--- src/rtl/owh_pkg.sv ---
package owh_pkg;

  typedef enum logic [1:0] {SK_RESET, SK_WR0, SK_WR1, SK_READ} slot_kind_e;

  typedef enum logic [2:0] {
    OP_NONE, OP_PRES, OP_RDBIT, OP_WRBIT, OP_RDBYTE, OP_WRBYTE
  } op_e;

  localparam logic [4:0] A_INSTR = 5'h00;
  localparam logic [4:0] A_CTRL  = 5'h04;
  localparam logic [4:0] A_IEN   = 5'h08;
  localparam logic [4:0] A_STAT  = 5'h0C;
  localparam logic [4:0] A_DATA  = 5'h10;
  localparam logic [4:0] A_VER   = 5'h18;
  localparam logic [4:0] A_ID    = 5'h1C;

  localparam logic [31:0] ID_WORD   = 32'h10EE4453;
  localparam logic [15:0] VER_MAJOR = 16'd1;

  function automatic op_e decode_op(input logic [3:0] code);
    case (code)
      4'h8:    return OP_PRES;
      4'hC:    return OP_RDBIT;
      4'hE:    return OP_WRBIT;
      4'hD:    return OP_RDBYTE;
      4'hF:    return OP_WRBYTE;
      default: return OP_NONE;
    endcase
  endfunction

  function automatic logic op_is_byte(input op_e op);
    return (op == OP_RDBYTE) || (op == OP_WRBYTE);
  endfunction

endpackage

--- src/rtl/owh_tick.sv ---
module owh_tick #(
  parameter int CLKS_PER_US = 100
) (
  input  logic clk,
  input  logic rst_n,
  input  logic clr,
  output logic tick
);
  generate
    if (CLKS_PER_US <= 1) begin : g_direct
      assign tick = 1'b1;
    end else begin : g_div
      localparam int DW = $clog2(CLKS_PER_US);
      localparam logic [DW-1:0] LAST = DW'(CLKS_PER_US - 1);
      logic [DW-1:0] div_q;

      always_ff @(posedge clk or negedge rst_n) begin
        if (!rst_n)              div_q <= '0;
        else if (clr)            div_q <= '0;
        else if (div_q == LAST)  div_q <= '0;
        else                     div_q <= div_q + 1'b1;
      end

      assign tick = (div_q == LAST);

      a_r3_tick_single: assert property (@(posedge clk) disable iff (!rst_n)
        tick |=> !tick);
    end
  endgenerate
endmodule

--- src/rtl/owh_slot.sv ---
module owh_slot
  import owh_pkg::*;
#(
  parameter int CLKS_PER_US = 100,
  parameter int T_RST_LOW   = 480,
  parameter int T_RST_SLOT  = 960,
  parameter int T_PRES_AT   = 70,
  parameter int T_SLOT      = 70,
  parameter int T_W1_LOW    = 6,
  parameter int T_W0_LOW    = 60,
  parameter int T_RD_LOW    = 6,
  parameter int T_RD_AT     = 15
) (
  input  logic       clk,
  input  logic       rst_n,
  input  logic       srst,
  input  logic       start,
  input  slot_kind_e kind,
  input  logic       line_s,
  output logic       busy,
  output logic       done,
  output logic       sample,
  output logic       drive_low
);
  localparam int UW = $clog2(T_RST_SLOT + T_SLOT + 1);

  function automatic logic [UW-1:0] low_len(input slot_kind_e k);
    case (k)
      SK_RESET: return UW'(T_RST_LOW);
      SK_WR0:   return UW'(T_W0_LOW);
      SK_WR1:   return UW'(T_W1_LOW);
      default:  return UW'(T_RD_LOW);
    endcase
  endfunction

  function automatic logic [UW-1:0] slot_len(input slot_kind_e k);
    return (k == SK_RESET) ? UW'(T_RST_SLOT) : UW'(T_SLOT);
  endfunction

  function automatic logic [UW-1:0] sample_at(input slot_kind_e k);
    case (k)
      SK_RESET: return UW'(T_RST_LOW + T_PRES_AT);
      SK_READ:  return UW'(T_RD_AT);
      default:  return '0;
    endcase
  endfunction

  logic           tick;
  logic [UW-1:0]  us_q;
  slot_kind_e     kind_q;
  logic           us_end;
  logic           us_sample;

  owh_tick #(.CLKS_PER_US(CLKS_PER_US)) u_tick (
    .clk  (clk),
    .rst_n(rst_n),
    .clr  (start | srst),
    .tick (tick)
  );

  assign us_end    = busy && tick && (us_q == slot_len(kind_q) - 1'b1);
  assign us_sample = busy && tick && ((us_q + 1'b1) == sample_at(kind_q));

  always_ff @(posedge clk or negedge rst_n) begin
    if (!rst_n) begin
      busy   <= 1'b0;
      done   <= 1'b0;
      sample <= 1'b1;
      us_q   <= '0;
      kind_q <= SK_READ;
    end else if (srst) begin
      busy   <= 1'b0;
      done   <= 1'b0;
      sample <= 1'b1;
      us_q   <= '0;
    end else begin
      done <= 1'b0;
      if (start) begin
        busy   <= 1'b1;
        us_q   <= '0;
        kind_q <= kind;
      end else if (busy && tick) begin
        us_q <= us_q + 1'b1;
        if (us_sample) sample <= line_s;
        if (us_end) begin
          busy <= 1'b0;
          done <= 1'b1;
        end
      end
    end
  end

  assign drive_low = busy && (us_q < low_len(kind_q));

  a_r3_start_drives: assert property (@(posedge clk) disable iff (!rst_n)
    (start && !srst) |=> drive_low);

  a_r10_slot_abort: assert property (@(posedge clk) disable iff (!rst_n)
    srst |=> (!busy && !done));
endmodule

--- src/rtl/owh_seq.sv ---
module owh_seq
  import owh_pkg::*;
#(
  parameter int BYTE_BITS = 8
) (
  input  logic                 clk,
  input  logic                 rst_n,
  input  logic                 srst,
  input  logic                 go,
  input  op_e                  op,
  input  logic [BYTE_BITS-1:0] payload,
  input  logic                 slot_done,
  input  logic                 slot_bit,
  output logic                 slot_start,
  output slot_kind_e           slot_kind,
  output logic                 ready,
  output logic                 done,
  output logic [BYTE_BITS-1:0] rx_data,
  output logic                 nodev
);
  localparam int IW = (BYTE_BITS > 1) ? $clog2(BYTE_BITS) : 1;
  localparam logic [IW-1:0] LAST_BIT = IW'(BYTE_BITS - 1);

  typedef enum logic [1:0] {S_IDLE, S_ISSUE, S_WAIT, S_HOLD} st_e;

  st_e                  st_q;
  op_e                  op_q;
  logic                 go_prev;
  logic [IW-1:0]        idx_q;
  logic [BYTE_BITS-1:0] tx_q;
  logic [BYTE_BITS-1:0] rx_sh;
  logic                 go_rise;
  logic                 last_slot;

  assign go_rise   = go && !go_prev;
  assign last_slot = !op_is_byte(op_q) || (idx_q == LAST_BIT);

  always_comb begin
    case (op_q)
      OP_PRES:              slot_kind = SK_RESET;
      OP_RDBIT, OP_RDBYTE:  slot_kind = SK_READ;
      default:              slot_kind = tx_q[0] ? SK_WR1 : SK_WR0;
    endcase
  end

  assign slot_start = (st_q == S_ISSUE);
  assign ready      = (st_q == S_IDLE);
  assign done       = (st_q == S_HOLD);

  always_ff @(posedge clk or negedge rst_n) begin
    if (!rst_n) begin
      st_q    <= S_IDLE;
      op_q    <= OP_NONE;
      go_prev <= 1'b0;
      idx_q   <= '0;
      tx_q    <= '0;
      rx_sh   <= '0;
      rx_data <= '0;
      nodev   <= 1'b0;
    end else begin
      go_prev <= go;
      if (srst) begin
        st_q    <= S_IDLE;
        idx_q   <= '0;
        rx_data <= '0;
        nodev   <= 1'b0;
      end else begin
        case (st_q)
          S_IDLE: if (go_rise) begin
            op_q  <= op;
            tx_q  <= payload;
            idx_q <= '0;
            st_q  <= (op == OP_NONE) ? S_HOLD : S_ISSUE;
          end
          S_ISSUE: st_q <= S_WAIT;
          S_WAIT: if (slot_done) begin
            case (op_q)
              OP_PRES:   nodev   <= slot_bit;
              OP_RDBIT:  rx_data <= BYTE_BITS'(slot_bit);
              OP_RDBYTE: begin
                rx_sh <= {slot_bit, rx_sh[BYTE_BITS-1:1]};
                if (last_slot) rx_data <= {slot_bit, rx_sh[BYTE_BITS-1:1]};
              end
              default:   tx_q <= tx_q >> 1;
            endcase
            if (last_slot) st_q <= S_HOLD;
            else begin
              idx_q <= idx_q + 1'b1;
              st_q  <= S_ISSUE;
            end
          end
          S_HOLD: if (!go) st_q <= S_IDLE;
          default: st_q <= S_IDLE;
        endcase
      end
    end
  end

  a_r8_done_held: assert property (@(posedge clk) disable iff (!rst_n)
    (done && go && !srst) |=> done);

  a_r8_ready_back: assert property (@(posedge clk) disable iff (!rst_n)
    (done && !go && !srst) |=> ready);

  a_r11_unknown_no_slot: assert property (@(posedge clk) disable iff (!rst_n)
    (ready && go_rise && !srst && op == OP_NONE) |=> (done && !slot_start));
endmodule

--- src/rtl/owire_host.sv ---
module owire_host
  import owh_pkg::*;
#(
  parameter int CLKS_PER_US = 100,
  parameter int T_RST_LOW   = 480,
  parameter int T_RST_SLOT  = 960,
  parameter int T_PRES_AT   = 70,
  parameter int T_SLOT      = 70,
  parameter int T_W1_LOW    = 6,
  parameter int T_W0_LOW    = 60,
  parameter int T_RD_LOW    = 6,
  parameter int T_RD_AT     = 15,
  parameter int VER_MINOR   = 0
) (
  input  logic        clk,
  input  logic        rst_n,
  input  logic        req_valid,
  input  logic        req_write,
  input  logic [4:0]  req_addr,
  input  logic [31:0] req_wdata,
  output logic        req_ready,
  output logic        rsp_valid,
  output logic [31:0] rsp_rdata,
  output logic        irq,
  output logic        line_oe,
  input  logic        line_in
);
  localparam int BYTE_BITS = 8;

  logic [11:0]          instr_q;
  logic                 go_q;
  logic                 srst_q;
  logic                 ien_done_q;
  logic                 ien_rdy_q;
  logic [1:0]           sync_q;
  logic                 wr_en;
  logic                 slot_start;
  slot_kind_e           slot_kind;
  logic                 slot_busy;
  logic                 slot_done;
  logic                 slot_bit;
  logic                 drive_low;
  logic                 ready;
  logic                 done;
  logic                 nodev;
  logic [BYTE_BITS-1:0] rx_data;
  logic [31:0]          rd_mux;

  assign req_ready = 1'b1;
  assign wr_en     = req_valid && req_write;

  always_ff @(posedge clk or negedge rst_n) begin
    if (!rst_n) begin
      instr_q    <= '0;
      go_q       <= 1'b0;
      srst_q     <= 1'b0;
      ien_done_q <= 1'b0;
      ien_rdy_q  <= 1'b0;
    end else if (wr_en) begin
      case (req_addr)
        A_INSTR: if (ready) instr_q <= req_wdata[11:0];
        A_CTRL: begin
          go_q   <= req_wdata[0];
          srst_q <= req_wdata[31];
        end
        A_IEN: begin
          ien_done_q <= req_wdata[0];
          ien_rdy_q  <= req_wdata[4];
        end
        default: ;
      endcase
    end
  end

  always_ff @(posedge clk or negedge rst_n) begin
    if (!rst_n) sync_q <= 2'b11;
    else        sync_q <= {sync_q[0], line_in};
  end

  owh_seq #(.BYTE_BITS(BYTE_BITS)) u_seq (
    .clk       (clk),
    .rst_n     (rst_n),
    .srst      (srst_q),
    .go        (go_q),
    .op        (decode_op(instr_q[11:8])),
    .payload   (instr_q[7:0]),
    .slot_done (slot_done),
    .slot_bit  (slot_bit),
    .slot_start(slot_start),
    .slot_kind (slot_kind),
    .ready     (ready),
    .done      (done),
    .rx_data   (rx_data),
    .nodev     (nodev)
  );

  owh_slot #(
    .CLKS_PER_US(CLKS_PER_US), .T_RST_LOW(T_RST_LOW), .T_RST_SLOT(T_RST_SLOT),
    .T_PRES_AT(T_PRES_AT), .T_SLOT(T_SLOT), .T_W1_LOW(T_W1_LOW),
    .T_W0_LOW(T_W0_LOW), .T_RD_LOW(T_RD_LOW), .T_RD_AT(T_RD_AT)
  ) u_slot (
    .clk      (clk),
    .rst_n    (rst_n),
    .srst     (srst_q),
    .start    (slot_start),
    .kind     (slot_kind),
    .line_s   (sync_q[1]),
    .busy     (slot_busy),
    .done     (slot_done),
    .sample   (slot_bit),
    .drive_low(drive_low)
  );

  always_ff @(posedge clk or negedge rst_n) begin
    if (!rst_n) line_oe <= 1'b0;
    else        line_oe <= drive_low && !srst_q;
  end

  assign irq = (ien_done_q && done) || (ien_rdy_q && ready);

  always_comb begin
    case (req_addr)
      A_INSTR: rd_mux = {20'b0, instr_q};
      A_CTRL:  rd_mux = {srst_q, 30'b0, go_q};
      A_IEN:   rd_mux = {27'b0, ien_rdy_q, 3'b0, ien_done_q};
      A_STAT:  rd_mux = {nodev, 26'b0, ready, 3'b0, done};
      A_DATA:  rd_mux = {24'b0, rx_data};
      A_VER:   rd_mux = {8'b0, VER_MAJOR, 8'(VER_MINOR)};
      A_ID:    rd_mux = ID_WORD;
      default: rd_mux = '0;
    endcase
  end

  always_ff @(posedge clk or negedge rst_n) begin
    if (!rst_n) begin
      rsp_valid <= 1'b0;
      rsp_rdata <= '0;
    end else begin
      rsp_valid <= req_valid && !req_write;
      if (req_valid && !req_write) rsp_rdata <= rd_mux;
    end
  end

  a_r9_irq_off: assert property (@(posedge clk) disable iff (!rst_n)
    (wr_en && req_addr == A_IEN && req_wdata == 32'h0) |=> !irq);

  a_r10_line_release: assert property (@(posedge clk) disable iff (!rst_n)
    srst_q |=> !line_oe);

  a_r12_instr_locked: assert property (@(posedge clk) disable iff (!rst_n)
    !ready |=> $stable(instr_q));

  a_r8_slot_only_when_busy: assert property (@(posedge clk) disable iff (!rst_n)
    slot_busy |-> !ready);
endmodule

--- config.mk ---
export PLATFORM = sky130hd
export DESIGN_NAME = owire_host
export DESIGN_NICKNAME = d
export VERILOG_FILES = /design/src/rtl/owh_pkg.sv /design/src/rtl/owh_tick.sv /design/src/rtl/owh_slot.sv /design/src/rtl/owh_seq.sv /design/src/rtl/owire_host.sv
export SDC_FILE = /design/constraint.sdc
export NUM_CORES = 1
export LEC_CHECK = 0
export BUFFER_PORTS_ARGS = -buffer_cell sky130_fd_sc_hd__buf_2
export CELL_PAD_IN_SITES_DETAIL_PLACEMENT = 1
export CELL_PAD_IN_SITES_GLOBAL_PLACEMENT = 2
export CORE_MARGIN = 3
export CORE_UTILIZATION = 36
export DETAILED_ROUTE_END_ITERATION = 6
export PLACE_DENSITY = 0.91
export SETUP_SLACK_MARGIN = 0.5
export SLEW_MARGIN = 30
export SYNTH_ARGS = -nofsm -noshare
export SYNTH_HDL_FRONTEND = slang
export SYNTH_SLANG_ARGS = --single-unit
--- constraint.sdc ---
create_clock -name clk -period 2.4 [get_ports clk]
set_clock_uncertainty 0.1 [all_clocks]
set_input_delay 0.12 -clock clk [delete_from_list [all_inputs] [get_ports clk]]
set_output_delay 0.12 -clock clk [all_outputs]
set_load 0.05 [all_outputs]
==> flow_summary.ini <==
[synthesis]
synth-seq-area-share = 0.476
ys_types = 62
synthArstFlopShare = 1.00
synth_edf_count = 0
yosys_warnings = 0
ys_ff_latch = 90
synth_cells = 469
synth.avg_cell_area_um2 = 10.1
syn_area_um2 = 4740
synthFlopType = dfrtp_1

[die]
coreArea_um2 = 12700
fp.dieH_um = 121
die_w_um = 121
initial_core_util = 0.373
rows = 41
ioPinCount = 78
design.die.area_um2 = 14600

[setup_path]
crit_fanout = 4
critical_path_arrival_ns = 2.05
critPathLaunchType = flop
reg2reg_to = line_oe
r2r-start = u_slot.kind_q[0]
crit_end = line_oe
end_kind = flop
crit_required_ns = 2.53
reg2reg_depth = 7
worstSetupStartpoint = u_slot.kind_q[0]
rrSetupSlack_ns = 0.48
crit_type = reg2reg

[drt]
vias_per_cell = 5.21
antenna_left = 0
drt_first_pass_iters = 4
totalWireLength_mm = 11.8
drtIter0Drc = 169
drc_errors = 0
wl_per_cell_um = 16.6
vias = 3687

[global_routing]
antenna_found_initial = 0
grt_max_degree = 91
grt_overflow_total = 0
gr-usage-all-layers = 0.162
grt_pass1_vias = 3900
grt_pass1_wl_mm = 19.1

[clock_tree]
cts.clk_slew.worst_paths_ns = 0.07
cts_made_buffers = 9
cts_root_buf = clkbuf_16
htreeDepth = 3
cts_tree = done
cts_buffer_depth = 2
clkLatencyLatePin_ns = 0.34
cts.sinks = 90

[layout]
layout-drive-gt1-share = 0.287
antenna_cells = 0
mostFrequentLayoutCells = dfrtp_1, nand2_1, buf_2
area_growth_pct = 21.6
layout_commonest_cell = dfrtp_1
nets = 587
final_util = 0.453

[min_path]
hold_class = in2reg

[timing]
slew_violations = 0
rsz0062_at_grt = true
setup_viol = 0
holdWs_ns = 0.0371
fmax_mhz = 521
min_period_over_period = 0.799
period_minus_slack_ns = 1.92
relSlewSlack = 0.515
max_slew.worst_pin.slew_ns = 0.721
hold_violations = 0
tns_ns = 0

[power]
power.density_nw_per_um2 = 843
power.leakage_nw = 2.65
vdd.ir_drop.worst_mv = 0.446
total_power_w = 0.00486

[run_status]
status = finished, final reports clean

[flow_run]
maxCapViolCount = 0

[place]
dp_hpwl_mm = 7.84
finalWeightedCongestion = 0.754
numPortBuffers = 46
[where the power goes]
group	leakage [nW]	total, W	switching, W	internal, W
clock	0.145	0.00147	0.000641	0.000825
sequential	1.21	0.00196	0.000235	0.00173
combinational	1.29	0.00143	0.000815	0.000617
[repair_timing]
action	in CTS	in global routing
endpoints found under the hold margin	103	0
setup buffers	5	6
hold buffers	16	0
gates resized for setup	16	29
endpoints found under the setup margin	25	43
pin swaps	8	15
[state kept, by name, summed over array words and instances (netlist names), 2 cells and up]
signal	count
u_seq.rx_sh	7
u_slot.kind_q	2
u_seq.op_q	3
sync_q	2
u_seq.tx_q	8
u_seq.idx_q	3
instr_q	12
u_seq.st_q	2
u_slot.us_q	11
rsp_rdata	14
u_slot.u_tick.g_div.div_q	7
u_seq.rx_data	8
[final cells by class]
class / instances / area (µm²)
repair buffers: 81 / 554
clock inverters: 7 / 87.6
fillers: 1439 / 6960
multi-input cells: 335 / 2360
well taps: 172 / 215
flip-flops and latches: 90 / 2260
inverters: 14 / 55.1
clock buffers: 9 / 225
[per-stage QoR]
| step | std cells | cell area, µm² | worst slack (ns) |
|---|---|---|---|
| after floorplan | 479 | 4790 | 0.504 |
| after global placement | 665 | 5040 | 0.376 |
| after detailed placement | 665 | 5040 | 0.334 |
| after CTS | 702 | 5600 | 0.366 |
| after global routing | 708 | 5770 | 0.384 |
| final | 708 | 5770 | 0.482 |
[per-layer routing]
layer,track usage,part of all wire,vias up
li1,-,-,1749
met5,0,0,-
met1,0.215,0.47,1874
met4,0.0680,0.021,0
met2,0.270,0.49,47
met3,0.0192,0.016,17
[how the worst min path moves through the flow]
stage	end	depth (start not counted)	slack, ns	startpoint
2_1_floorplan	go_q	0	-0.28	rst_n
3_3_place_gp	rsp_rdata[28]	2	0.1	rst_n
3_5_place_dp	rsp_rdata[10]	2	0.11	rst_n
4_1_cts	rsp_rdata[31]	4	0.03	req_addr[0]
5_1_grt	rsp_rdata[31]	4	0.08	req_addr[0]
6_report	rsp_rdata[31]	4	0.04	req_addr[0]
[kinds of logic (layout without fill, tap and decap cells)]
family,count (synthesis),in the layout,synth area share
AND/OR/NAND/NOR,161,161,0.171
AO/OA/AOI/OAI,91,91,0.121
flip-flops,90,90,0.476
buffers and inverters,54,111,0.0686
multiplexers,40,40,0.0934
XOR/XNOR,17,17,0.0314
adder cells (fa/ha/maj),14,14,0.0369
other,2,12,0.00158
[cells in the mapped netlist (all sizes together) (10+ instances only)]
cell,n,share of area
dfrtp,85,0.45
nand2,54,0.044
nor2,43,0.034
o21ai,43,0.045
buf,33,0.052
mux2,24,0.057
mux2i,15,0.032
ha,14,0.037
inv,14,0.011
nand3,13,0.014
a21oi,10,0.011
[critical path, stage by stage (launching register included)]
cell	delay, ns
dfstp_2	0.56
inv_2	0.05
ha_4	0.17
buf_6	0.13
inv_4	0.08
ha_4	0.21
a21o_1	0.17
a2111oi_2	0.34
Power figures use the tool's default switching activity.
